[config.mk]
export PLATFORM = sky130hd
export DESIGN_NAME = hdlc_chan_mux
export DESIGN_NICKNAME = d
export VERILOG_FILES = /design/src/rtl/hdlc_mux_pkg.sv /design/src/rtl/hdlc_mux_dp.sv /design/src/rtl/hdlc_mux_ctl.sv /design/src/rtl/hdlc_chan_mux.sv
export SDC_FILE = /design/constraint.sdc
export NUM_CORES = 1
export LEC_CHECK = 0
export CAP_MARGIN = 40
export CORE_MARGIN = 2
export CORE_UTILIZATION = 52
export DETAILED_ROUTE_END_ITERATION = 8
export GPL_TIMING_DRIVEN = 1
export PLACE_DENSITY = 0.82
export SETUP_SLACK_MARGIN = 0.02
export SYNTH_ARGS = -nofsm -noshare
export SYNTH_HDL_FRONTEND = slang
export SYNTH_SLANG_ARGS = --single-unit
[constraint.sdc]
create_clock -name clk -period 3.7 [get_ports clk]
set_input_delay 0.74 -clock clk [delete_from_list [all_inputs] [get_ports clk]]
set_output_delay 0.74 -clock clk [all_outputs]
set_load 0.005 [all_outputs]
[src/rtl/hdlc_mux_pkg.sv]
package hdlc_mux_pkg;
  typedef enum logic [1:0] {
    ST_PASS  = 2'd0,
    ST_SEND  = 2'd1,
    ST_ABORT = 2'd2,
    ST_REL   = 2'd3
  } muxState_e;

  typedef struct packed {
    logic selSrc;
    logic selOnes;
    logic clrWin;
  } muxStrobe_t;
endpackage

[src/rtl/hdlc_mux_dp.sv]
module hdlc_mux_dp
  import hdlc_mux_pkg::*;
#(
  parameter int IDLE_RUN = 8,
  parameter int WIN_W    = 4
) (
  input  logic             clk,
  input  logic             rstN,
  input  logic             bitEn,
  input  logic             upIn,
  input  logic             srcBit,
  input  logic             srcValid,
  input  muxStrobe_t       stb,
  output logic             lineOut,
  output logic             idleFull,
  output logic [WIN_W-1:0] winCnt
);
  localparam int IDLE_W = $clog2(IDLE_RUN + 1);
  localparam logic [IDLE_W-1:0] IDLE_MAX = IDLE_W'(IDLE_RUN);

  logic [IDLE_W-1:0] idleCnt;
  logic [IDLE_W-1:0] idleNext;

  // run of upstream ones; cleared by a zero, saturating
  always_comb begin
    if (!upIn)                 idleNext = '0;
    else if (idleCnt == IDLE_MAX) idleNext = IDLE_MAX;
    else                       idleNext = idleCnt + 1'b1;
  end

  assign idleFull = (idleNext == IDLE_MAX);

  always_ff @(posedge clk) begin
    if (!rstN)      idleCnt <= '0;
    else if (bitEn) idleCnt <= idleNext;
  end

  always_ff @(posedge clk) begin
    if (!rstN)           winCnt <= '0;
    else if (bitEn) begin
      if (stb.clrWin)    winCnt <= '0;
      else               winCnt <= winCnt + 1'b1;
    end
  end

  always_comb begin
    if (stb.selSrc)       lineOut = srcValid ? srcBit : 1'b1;
    else if (stb.selOnes) lineOut = 1'b1;
    else                  lineOut = upIn;
  end

  a_r9_idle_saturates: assert property (@(posedge clk) disable iff (!rstN)
    idleCnt <= IDLE_MAX);
  a_r8_idle_held: assert property (@(posedge clk) disable iff (!rstN)
    !bitEn |=> $stable(idleCnt));
endmodule

[src/rtl/hdlc_mux_ctl.sv]
module hdlc_mux_ctl
  import hdlc_mux_pkg::*;
#(
  parameter int ABORT_FILL  = 7,
  parameter int RELEASE_RUN = 8,
  parameter int WIN_W       = 4
) (
  input  logic             clk,
  input  logic             rstN,
  input  logic             bitEn,
  input  logic             txReq,
  input  logic             forceAbort,
  input  logic             srcValid,
  input  logic             srcEnd,
  input  logic             idleFull,
  input  logic [WIN_W-1:0] winCnt,
  output muxStrobe_t       stb,
  output logic             busyN,
  output logic             srcReady
);
  localparam logic [WIN_W-1:0] FILL_LAST = WIN_W'(ABORT_FILL - 1);
  localparam logic [WIN_W-1:0] REL_LAST  = WIN_W'(RELEASE_RUN - 1);

  muxState_e state, stateNext;
  logic pendQ, frcQ;
  logic startSend, take;

  assign srcReady = (state == ST_SEND);
  assign busyN    = (state == ST_PASS);
  assign take     = bitEn && srcReady && srcValid;

  always_comb begin
    stateNext  = state;
    startSend  = 1'b0;
    stb.clrWin = 1'b0;
    unique case (state)
      ST_PASS: if (bitEn && pendQ) begin
        if (frcQ) begin
          stateNext  = ST_ABORT;
          stb.clrWin = 1'b1;
        end else if (idleFull) begin
          stateNext = ST_SEND;
          startSend = 1'b1;
        end
      end
      ST_SEND: if (take && srcEnd) begin
        stateNext  = ST_REL;
        stb.clrWin = 1'b1;
      end
      ST_ABORT: if (bitEn && winCnt == FILL_LAST) begin
        stateNext = ST_SEND;
        startSend = 1'b1;
      end
      ST_REL: if (bitEn && winCnt == REL_LAST) begin
        if (pendQ) begin
          stateNext = ST_SEND;
          startSend = 1'b1;
        end else begin
          stateNext = ST_PASS;
        end
      end
      default: stateNext = ST_PASS;
    endcase
  end

  assign stb.selSrc  = (state == ST_SEND);
  assign stb.selOnes = (state == ST_ABORT) || (state == ST_REL);

  always_ff @(posedge clk) begin
    if (!rstN) begin
      state <= ST_PASS;
      pendQ <= 1'b0;
      frcQ  <= 1'b0;
    end else begin
      state <= stateNext;
      pendQ <= (pendQ && !startSend) || txReq;
      if (txReq) frcQ <= forceAbort;
    end
  end

  a_r2_wait_for_idle: assert property (@(posedge clk) disable iff (!rstN)
    (busyN && bitEn && pendQ && !frcQ && !idleFull) |=> busyN);
  a_r4_abort_fill: assert property (@(posedge clk) disable iff (!rstN)
    (busyN && bitEn && pendQ && frcQ) |=> (!busyN && !srcReady));
  a_r6_back_to_back: assert property (@(posedge clk) disable iff (!rstN)
    (state == ST_REL && bitEn && winCnt == REL_LAST && pendQ) |=> (srcReady && !busyN));
  a_r8_hold_without_en: assert property (@(posedge clk) disable iff (!rstN)
    (!bitEn && !txReq) |=> ($stable(busyN) && $stable(srcReady)));
endmodule

[src/rtl/hdlc_chan_mux.sv]
module hdlc_chan_mux
  import hdlc_mux_pkg::*;
#(
  parameter int IDLE_RUN    = 8,
  parameter int ABORT_FILL  = 7,
  parameter int RELEASE_RUN = 8
) (
  input  logic clk,
  input  logic rstN,
  input  logic bitEn,
  input  logic upIn,
  input  logic rxIn,
  input  logic txReq,
  input  logic forceAbort,
  input  logic srcBit,
  input  logic srcValid,
  input  logic srcEnd,
  output logic lineOut,
  output logic busyN,
  output logic rxOut,
  output logic srcReady
);
  localparam int WIN_MAX = (ABORT_FILL > RELEASE_RUN) ? ABORT_FILL : RELEASE_RUN;
  localparam int WIN_W   = $clog2(WIN_MAX + 1);

  muxStrobe_t stb;
  logic idleFull;
  logic [WIN_W-1:0] winCnt;

  assign rxOut = rxIn;

  hdlc_mux_ctl #(
    .ABORT_FILL(ABORT_FILL), .RELEASE_RUN(RELEASE_RUN), .WIN_W(WIN_W)
  ) i_ctl (
    .clk(clk), .rstN(rstN), .bitEn(bitEn), .txReq(txReq),
    .forceAbort(forceAbort), .srcValid(srcValid), .srcEnd(srcEnd),
    .idleFull(idleFull), .winCnt(winCnt), .stb(stb),
    .busyN(busyN), .srcReady(srcReady)
  );

  hdlc_mux_dp #(
    .IDLE_RUN(IDLE_RUN), .WIN_W(WIN_W)
  ) i_dp (
    .clk(clk), .rstN(rstN), .bitEn(bitEn), .upIn(upIn),
    .srcBit(srcBit), .srcValid(srcValid), .stb(stb),
    .lineOut(lineOut), .idleFull(idleFull), .winCnt(winCnt)
  );

  a_r1_pass_through: assert property (@(posedge clk) disable iff (!rstN)
    busyN |-> (lineOut == upIn));
  a_r11_ones_when_idle: assert property (@(posedge clk) disable iff (!rstN)
    (!busyN && (!srcReady || !srcValid)) |-> lineOut);
  a_r10_ready_owns: assert property (@(posedge clk) disable iff (!rstN)
    srcReady |-> !busyN);
endmodule

Word level (Yosys, flattened, before mapping)
Index checks and enable logic that the tools add are counted.
Operators by class
  $add $sub $neg: 2
  multiplexer cells: 25
  reduce and logical (&&, ||, !) cells: 12
  equal/unequal tests: 12
Operators by type and width (count)
  two-way mux 1 bit: 13
  two-way mux 2 bit: 6
  two-way mux 4 bit: 3
  adder 4 x 1 -> 4 bit (second input constant): 2
  == test 4 x 3 -> 1 bit (second input constant): 2
  == test 4 bit (second input constant): 2
  case mux 2 bit (4 select lines): 1
  logical AND 1 bit: 7
  != test 2 x 1 -> 1 bit (second input constant): 3
  AND reduction 5 bit: 1
  == test 2 bit (second input constant): 2
  != test 3 x 1 -> 1 bit (second input constant): 1
  case mux 1 bit (3 select lines): 1
  == test 2 x 1 -> 1 bit (second input constant): 1
  zero test 2 bit: 1
  logical OR 1 bit: 2
  != test 2 bit (second input constant): 1
  case mux 1 bit (2 select lines): 1
  zero test 1 bit: 1
Storage, ports and cells
  word-level logic and storage cells: 56
  bits in registers: 12
  input port bits: 10
  output and inout bits: 4

Logic depth before layout (Yosys ltp)
Gate-level depths: netlist of the first run.
  depth after elaboration: 11
  gate-level depth with buffers: 6
  gate-level depth less buffers: 6

Hierarchy
From an unflattened synthesis of the first run, not the netlist that was laid out.
Unflattened totals
  cells, all modules: 84
  area total of the unflattened synthesis: 749.5 sq um
Modules (own cells, without submodules)
  hdlc_mux_dp: area each 470.5 sq um, cells each 55, seq. area each 160.2 sq um, instances 1
  hdlc_mux_ctl: area each 271.5 sq um, cells each 28, seq. area each 80.1 sq um, instances 1
  hdlc_chan_mux: area each 7.5 sq um, cells each 1, seq. area each 0.0 sq um, instances 1

Worst setup path after synthesis of the first run
OpenSTA, ideal clock, no wires.
  kind: in2out
  from: input port srcBit
  to: output port lineOut
  data arrival time: 1007 ps
  path buffers: 0
  setup slack: 1953 ps
  required time: 2960 ps
  stages: 3
  cells stage by stage: nand3b_1 -> o21ai_0 -> nand2_1
Between the ends
  longest elaborated chain between the ends: 2
Ends and longest elaborated chain
  start: declaration: RTL line hdlc_chan_mux.sv:15  | input logic srcBit,
  two-way mux 1 bit (2 in series): RTL line hdlc_mux_dp.sv:47  | if (stb.selSrc) lineOut = srcValid ? srcBit : 1'b1;
  end: declaration: RTL line hdlc_chan_mux.sv:18  | output logic lineOut,
Every way passes these cells.

Final worst setup path of the first run
  from: input port upIn
  to: output port lineOut
Between the ends
  longest elaborated chain between the ends: 2
Ends and longest elaborated chain
  start: declaration: RTL line hdlc_chan_mux.sv:11  | input logic upIn,
  two-way mux 1 bit: RTL line hdlc_mux_dp.sv:48  | else if (stb.selOnes) lineOut = 1'b1;
  two-way mux 1 bit: RTL line hdlc_mux_dp.sv:47
Every way passes these cells.

==> reports/qor.csv, run 1 <==
stage,metric,value,unit
floorplanning,start_util,0.550,
global_routing,grt_pass1_wl,2080,µm
final_layout,final-seq-area,240,µm²
worst_setup_path,crit_fanout,7,
clocking,cts_num_sinks,12,
synth,synth.avg_cell_area,8.62,µm²
detailed_routing,drc,0,
final_layout,syn_to_final_growth,20.4,%
synth,synth_edf_count,0,
clocking,h-tree-depth,1,
detailed_routing,firstDrtPassIters,2,
pwr,clkPwrFrac,0.375,
final_layout,antennaDiodeCount,0,
detailed_routing,route.detailed.wl_per_inst,12.6,µm
status,status,finished clean,
sta,fin_skew,0.00349,ns
pwr,pwr-share-comb,0.130,
floorplanning,core,1280,µm²
worst_setup_path,crit_chain,"clkdlybuf4s50_1, o21ai_0, nand2_1, clkdlybuf4s50_1",
pwr,leakage,0.343,nW
sta,tightest_slew,0.557,ns
synth,synth.distinct_cells,38,
worst_setup_path,required,2.96,ns
pwr,switching_share,0.239,
min_path,hold_depth,2,
sta,tns,0,ns
clocking,ctsResizeCount,0,
worst_setup_path,worstSetupPathType,in2out,
sta,min_period,2.78,ns
pwr,p_int,0.215,mW
floorplanning,die_w,40.9,µm
synth,synth_seq_cells,12,
min_path,hp-class,reg2reg,
place,io_buffers,11,
detailed_routing,vias,590,
detailed_routing,routed_wl,1360,µm
synth,synth_flop_cell,dfxtp_1,
pwr,vdd_drop_max,0.237,mV
place,hpwl,1020,µm
clocking,worstSkewPairLatency,0.28,ns
synth,syn_area,707,µm²
detailed_routing,drt-initial-drc-count,9,
global_routing,grt_usage,0.202,
floorplanning,placement_rows,13,
sta,rsz0062_at_grt,no,
pwr,seqPwrFrac,0.496,
worst_setup_path,slowest_stage,clkdlybuf4s50_1,
final_layout,finalNetCount,108,
global_routing,antenna_found_initial,0,
floorplanning,die_h,40.9,µm
global_routing,gr-total-overflow,0,
detailed_routing,drtAntennaViolNets,0,
final_layout,final_common_cell,dfxtp_1,
clocking,clkSlewWorstSetupHoldPaths,0.07,ns
worst_setup_path,crit_path_end_kind,output port,
global_routing,grt_max_degree,17,
synth,yosysWarnings,0,
clocking,cts-buffers-inserted,3,
final_layout,drive_gt1_frac,0.0860,
floorplanning,ioPinCount,14,
worst_setup_path,arrival,2.04,ns
synth,synth_nets,96,
clocking,hold_buffers,0,
clocking,cts_buffer_depth,2,
final_layout,multi_input_comb_area,430,µm²
clocking,cts_setup_buffers,0,
final_layout,fillers,119,
flow_run,max_cap_violations,0,
worst_setup_path,crit_path_start_kind,input pin,
sta,period_share,0.750,
clocking,clock-root-buffer,clkbuf_4,
sta,maxSlewHeadroom,0.627,
worst_setup_path,crit_path_frequent_cell,clkdlybuf4s50_1,
global_routing,first_global_vias,497,
sta,holdWs,0.536,ns
pwr,power.density,331,nW/µm²
sta,setup_viol,0,
synth,synthCells,82,
sta,max_clock_freq,360,MHz
final_layout,final_cell_mix,"12 x dfxtp_1, 11 x clkdlybuf4s50_1, 9 x nand2_1",
pwr,power.total,0.282,mW
sta,slew_viol_final,0,
detailed_routing,vias_per_cell,5.46,
clocking,cts_tree,yes,
pwr,switchingPower,0.0674,mW
floorplanning,die_area,1670,µm²
sta,hold_viol,0,
worst_setup_path,cpPeakStageDelay,0.61,ns
synth,synthArstFlopShare,0,
place,gp_congestion,0.721,
synth,ys_seq_area_frac,0.340,
worst_setup_path,reg2regPathDepth,5,
[worst max-delay path, delay by kind of cell]
family	cells	cell delay, ns
buffers and inverters	2	1.10
AOI/OAI and AO/OA	1	0.12
and+or+nand+nor	1	0.08
[registers in the layout, summed over array words and instances (netlist names)]
register and cells:
i_dp.idleCnt 4, i_dp.winCnt 4, i_ctl.state 2, i_ctl.frcQ 1, i_ctl.pendQ 1
[metal layers]
layer	vias up	share of wire	track usage	wire, µm
li1	305	-	-	-
met1	277	0.44	0.215	604
met2	6	0.51	0.340	688
met3	2	0.039	0.0978	53
met4	0	0.012	0.0750	16
met5	-	0	0	0
[final timing paths]
kind	startpoint	end	slack, ns
min reg2reg	i_dp.winCnt[1]$_SDFFE_PN0P_	i_dp.winCnt[1]$_SDFFE_PN0P_	0.54
max reg2reg	i_dp.idleCnt[0]$_SDFFE_PN0P_	i_ctl.state[0]$_SDFFE_PN0P_	2.17
min	i_dp.winCnt[1]$_SDFFE_PN0P_	i_dp.winCnt[1]$_SDFFE_PN0P_	0.54
max	upIn	lineOut	0.92
[synth_stat cells, drive strengths merged (2+ instances only)]
library cell	number	area, µm²
nand3	2	15.0
nor2	5	18.8
buf	3	17.5
nand2	10	40.0
dfxtp	12	240
nor3	2	10.0
mux2i	3	30.0
ha	4	50.1
nand2b	3	18.8
a21boi	2	15.0
nand3b	2	15.0
inv	4	15.0
xor2	2	17.5
o21ai	5	25.0
nor2b	5	33.8
[cells by family (layout without fill, tap and decap cells)]
kind of cell	Yosys count	count (layout)	share of synthesized area
xor+xnor	3	3	0.0372
compound gates	16	16	0.163
simple gates	35	35	0.280
flops	12	12	0.340
fa+ha+maj	4	4	0.0708
buf+inv	8	19	0.0513
mux	4	4	0.0584
[stage by stage]
stage | utilization | cells | instance area [µm²] | setup slack (ns)
final | 0.662 | 108 | 851 | 0.924
after global routing | 0.662 | 108 | 851 | 0.847
after CTS | 0.662 | 108 | 851 | 0.921
after detailed placement | 0.634 | 104 | 815 | 0.921
after global placement | 0.634 | 104 | 815 | 0.947
after floorplan | - | 82 | 707 | 1.95
[final cells by class]
| type | instances | area share |
|---|---|---|
| multi-input cells | 62 | 0.506 |
| flip-flops and latches | 12 | 0.282 |
| repair buffers | 11 | 0.129 |
| clock buffers | 4 | 0.0426 |
| well taps | 15 | 0.0221 |
| inverters | 4 | 0.0176 |
[power by group through the flow]
stage | registers, mW | logic [mW] | clock network, mW
CTS | 0.140 | 0.0368 | 0.109
finish | 0.140 | 0.0365 | 0.106
detailed placement | 0.143 | 0.0365 | 0
global route | 0.140 | 0.0418 | 0.113
floorplan | 0.141 | 0.0218 | 0
global placement | 0.143 | 0.0354 | 0
No activity file was read; power rests on OpenSTA's default activity.
==> run 2: changes to the inputs <==
- CORE_UTILIZATION: 52 -> 49
- PLACE_DENSITY: 0.82 -> 0.78
- clock period: 3.7 -> 2.9 ns (I/O delays scaled with it)
==> run 2 against run 1 <==
  * Via count decreased by 0.68%
  * Register-to-register slack got worse by 0.84 ns
  * Clock power decreased by 5%
  * Routed wire length decreased by 1.2%
  * Flip-flop and latch count unchanged
  * Final cell count unchanged
  * Setup slack got worse by 0.46 ns
  * Critical path depth unchanged
  * Final area decreased by 0.74%
  * Worst hold slack got worse by 0.0073 ns
  * Critical path type unchanged
  * Critical endpoint unchanged
  * Largest power group unchanged
  * Highest routed layer unchanged
==> reports/qor.csv, run 2 (synthesized netlist as in run 1, its figures left out) <==
stage,metric,value,unit
worst_setup_path,required,2.32,ns
detailed_routing,route.detailed.wl_per_inst,12.5,µm
sta,period_share,0.841,
final_layout,final_cell_mix,"12 x dfxtp_1, 11 x clkdlybuf4s50_1, 9 x nand2_1",
detailed_routing,drtAntennaViolNets,0,
clocking,cts_num_sinks,12,
worst_setup_path,cpPeakStageDelay,0.60,ns
global_routing,first_global_vias,531,
worst_setup_path,regToRegSetupSlack,1.33,ns
detailed_routing,vias,586,
min_path,hp-class,reg2reg,
clocking,ctsResizeCount,0,
sta,rsz0062_at_grt,no,
detailed_routing,firstDrtPassIters,4,
pwr,power.density,387,nW/µm²
global_routing,gr-total-overflow,0,
global_routing,grt_usage,0.181,
clocking,cts_tree,yes,
floorplanning,die_area,1760,µm²
worst_setup_path,worstSetupPathType,in2out,
final_layout,fillers,124,
floorplanning,core,1320,µm²
final_layout,fin_area,845,µm²
place,hpwl,1050,µm
worst_setup_path,arrival,1.86,ns
pwr,vdd_drop_max,0.240,mV
global_routing,grt_max_degree,10,
floorplanning,placement_rows,13,
sta,tns,0,ns
clocking,hold_buffers,0,
place,placed_area,822,µm²
worst_setup_path,critPathBufInv,2,
clocking,worstSkewPairLatency,0.27,ns
worst_setup_path,crit_path_start_kind,input pin,
place,io_buffers,11,
clocking,clock-root-buffer,clkbuf_4,
status,status,finished clean,
final_layout,drive_gt1_frac,0.0860,
clocking,cts_setup_buffers,0,
sta,hold_viol,0,
final_layout,finalNetCount,109,
sta,setup_viol,0,
detailed_routing,vias_per_cell,5.43,
sta,maxSlewHeadroom,0.790,
floorplanning,start_util,0.537,
sta,max_clock_freq,410,MHz
pwr,leakage,0.340,nW
clocking,cts_buffer_depth,2,
worst_setup_path,crit_family,buffers and inverters,
sta,min_period,2.44,ns
pwr,power.total,0.327,mW
floorplanning,die_w,42.0,µm
detailed_routing,drc,0,
worst_setup_path,crit_path_frequent_cell,clkdlybuf4s50_1,
worst_setup_path,slowest_stage,clkdlybuf4s50_1,
global_routing,grt_pass1_wl,2420,µm
final_layout,final_common_cell,dfxtp_1,
final_layout,syn_to_final_growth,19.5,%
sta,tightest_slew,0.314,ns
worst_setup_path,crit_chain,"clkdlybuf4s50_1, o21ai_0, nand2_1, clkdlybuf4s50_1",
clocking,cts-buffers-inserted,3,
worst_setup_path,crit_fanout,7,
floorplanning,ioPinCount,14,
sta,fin_skew,0.00190,ns
floorplanning,die_h,42.0,µm
final_layout,antennaDiodeCount,0,
flow_run,max_cap_violations,0,
detailed_routing,drt-initial-drc-count,10,
global_routing,antenna_found_initial,0,
worst_setup_path,crit_path_end_kind,output port,
place,gp_congestion,0.742,
clocking,h-tree-depth,1,
detailed_routing,routed_wl,1350,µm
sta,slew_viol_final,0,
final_layout,reg.largest.list,"i_dp.idleCnt x4, i_dp.winCnt x4, i_ctl.state x2",
clocking,clkSlewWorstSetupHoldPaths,0.07,ns
==> run 2: cell count changes in the layout (fill, tap and decap cells not counted) <==
| cell | before | now |
|---|---|---|
| clkbuf_8 | 1 | 0 |
| buf_4 | 0 | 1 |
==> run 2: per-stage QoR <==
stage,hold WS (ns),setup WS [ns],cells,utilization
after floorplan,0.472,1.45,82,-
after global placement,0.492,0.466,105,0.624
after global routing,0.549,0.378,108,0.641
after CTS,0.528,0.457,108,0.641
after detailed placement,0.515,0.459,105,0.624
final,0.529,0.460,108,0.641
==> run 2: worst reg2reg max path: cells and delay by family, from the launching register on <==
family / cells / cell delay, ns
AO/OA/AOI/OAI: 2 / 0.50
adder cells (fa/ha/maj): 1 / 0.30
buffers and inverters: 1 / 0.07
flip-flops: 1 / 0.41
AND/OR/NAND/NOR: 1 / 0.21
==> run 2: worst paths after layout <==
path | start | endpoint | cells after the start
max | upIn | lineOut | 4
min | i_dp.winCnt[1]$_SDFFE_PN0P_ | i_dp.winCnt[1]$_SDFFE_PN0P_ | 2
max reg2reg | i_dp.idleCnt[0]$_SDFFE_PN0P_ | i_ctl.state[0]$_SDFFE_PN0P_ | 5
min reg2reg | i_dp.winCnt[1]$_SDFFE_PN0P_ | i_dp.winCnt[1]$_SDFFE_PN0P_ | 2
==> run 2: final cells by class <==
type                    instances  area [µm²]  area share
inverters                       4        15.0      0.0178
repair buffers                 12         118       0.139
well taps                      15        18.8      0.0222
clock buffers                   3        22.5      0.0267
flip-flops and latches         12         240       0.284
multi-input cells              62         430       0.510
==> run 2: metal layers <==
metal / routed length [µm] / track usage
met3: 52 / 0.0517
met1: 623 / 0.232
met4: 23 / 0.0774
met5: 0 / 0
met2: 647 / 0.281
==> run 2: where the power goes <==
group          internal (mW)  switching [mW]  leakage, nW
logic                 0.0269          0.0201        0.228
clock network         0.0480          0.0534       0.0138
registers              0.171         0.00734       0.0980
total                  0.246          0.0808        0.340
==> run 3: changes to the inputs <==
- CORE_ASPECT_RATIO: not set -> 1.2
- CORE_UTILIZATION: 49 -> 44
- PLACE_DENSITY: 0.78 -> 0.74
- clock period: 2.9 -> 2.2 ns (I/O delays scaled with it)
==> run 3 against run 2 <==
  * Die area rose by 10%
  * Register-to-register slack got worse by 0.64 ns
  * Non-clock buffer count rose by 1
  * Final cell count increased by 2.8%
  * Sequential share of layout area fell by 0.33 points
  * Critical path type unchanged
  * Largest cell class unchanged
==> reports/qor.csv, run 3 (synthesized netlist as in run 1, its figures left out) <==
stage,metric,value,unit
sta,rsz0062_at_grt,no,
detailed_routing,drtAntennaViolNets,0,
pwr,leakage,0.345,nW
sta,fin_skew,0.00192,ns
sta,max_clock_freq,484,MHz
worst_setup_path,crit_fanout,1,
global_routing,grt_usage,0.174,
detailed_routing,route.detailed.wl_per_inst,12.3,µm
sta,min_period,2.07,ns
place,hpwl,1060,µm
clocking,worstSkewPairLatency,0.27,ns
clocking,cts_buffer_depth,2,
place,post-place-ws,0.132,ns
clocking,cts_tree,yes,
pwr,power.total,0.438,mW
floorplanning,die_h,47.9,µm
clocking,cts-buffers-inserted,3,
sta,hold_viol,0,
final_layout,drive_gt1_frac,0.0957,
pwr,vdd_drop_max,0.370,mV
clocking,h-tree-depth,1,
sta,tightest_slew,0.299,ns
clocking,cts_setup_buffers,0,
sta,slew_viol_final,0,
sta,period_share,0.939,
status,status,finished clean,
final_layout,antennaDiodeCount,0,
sta,layout_setup_ws,0.134,ns
clocking,hold_buffers,0,
detailed_routing,drc,0,
final_layout,final_common_cell,dfxtp_1,
sta,setup_viol,0,
floorplanning,start_util,0.483,
detailed_routing,drt-initial-drc-count,8,
detailed_routing,routed_wl,1370,µm
floorplanning,die_area,1940,µm²
sta,maxSlewHeadroom,0.799,
global_routing,antenna_found_initial,0,
worst_setup_path,required,1.76,ns
global_routing,gr-total-overflow,0,
worst_setup_path,worstSetupPathType,in2out,
global_routing,grt_pass1_wl,2240,µm
worst_setup_path,crit_path_start_kind,input pin,
final_layout,reg.largest.list,"i_dp.idleCnt x4, i_dp.winCnt x4, i_ctl.state x2",
floorplanning,die_w,40.6,µm
floorplanning,ioPinCount,14,
sta,tns,0,ns
worst_setup_path,arrival,1.63,ns
pwr,power.density,513,nW/µm²
clocking,clock-root-buffer,clkbuf_4,
flow_run,max_cap_violations,0,
worst_setup_path,crit_path_end_kind,output port,
clocking,clkSlewWorstSetupHoldPaths,0.07,ns
final_layout,final_util,0.584,
global_routing,grt_max_degree,12,
min_path,hp-class,reg2reg,
sta,holdWs,0.511,ns
clocking,ctsResizeCount,0,
detailed_routing,firstDrtPassIters,4,
place,gp_congestion,0.791,
detailed_routing,vias_per_cell,5.45,
final_layout,syn_to_final_growth,20.9,%
detailed_routing,vias,605,
clocking,cts_num_sinks,12,
floorplanning,core,1460,µm²
global_routing,first_global_vias,546,
place,io_buffers,11,
final_layout,final_cell_mix,"12 x dfxtp_1, 11 x clkdlybuf4s50_1, 9 x nand2_1",
floorplanning,placement_rows,15,
final_layout,finalNetCount,110,
run 3: changes by cell type in the layout (fill, tap and decap cells not counted), sizes merged:
cell,change
buf,+1
run 3: cell type report:
class | instances | area [µm²]
Inverter | 4 | 15.0
Sequential cell | 12 | 240
Multi-Input combinational cell | 62 | 430
Clock buffer | 3 | 22.5
Timing Repair Buffer | 13 | 125
Fill cell | 146 | 609
Tap cell | 17 | 21.3
run 3: where the power goes:
group / switching, mW / internal [mW] / total (mW)
Combinational: 0.0271 / 0.0367 / 0.0638
Sequential: 0.00932 / 0.226 / 0.235
Clock: 0.0759 / 0.0634 / 0.139
run 3: per-stage QoR:
| stage | cells | cell area, µm² |
|---|---|---|
| after floorplan | 82 | 707 |
| after global placement | 108 | 832 |
| after detailed placement | 108 | 832 |
| after CTS | 111 | 855 |
| after global routing | 111 | 855 |
| final | 111 | 855 |
run 3: worst paths after layout:
| check | from | end | slack, ns | depth (start not counted) |
|---|---|---|---|---|
| setup / recovery | srcBit | lineOut | 0.13 | 5 |
| hold / removal | i_dp.winCnt[3]$_SDFFE_PN0P_ | i_dp.winCnt[3]$_SDFFE_PN0P_ | 0.51 | 2 |
| setup reg to reg | i_dp.idleCnt[0]$_SDFFE_PN0P_ | i_ctl.state[0]$_SDFFE_PN0P_ | 0.69 | 5 |
| hold reg to reg | i_dp.winCnt[3]$_SDFFE_PN0P_ | i_dp.winCnt[3]$_SDFFE_PN0P_ | 0.51 | 2 |
run 3: worst max-delay path: stages:
cell and delay (ns):
clkdlybuf4s50_1 0.44, nand3b_1 0.09, o21ai_0 0.08, nand2_1 0.08
clkdlybuf4s50_1 0.49
run 3: layer usage:
layer / up-vias / global-route usage / share of wire
met4: 0 / 0.0800 / 0.021
met1: 281 / 0.217 / 0.46
met2: 7 / 0.279 / 0.49
met3: 5 / 0.0419 / 0.028
met5: - / 0 / 0
li1: 312 / - / -
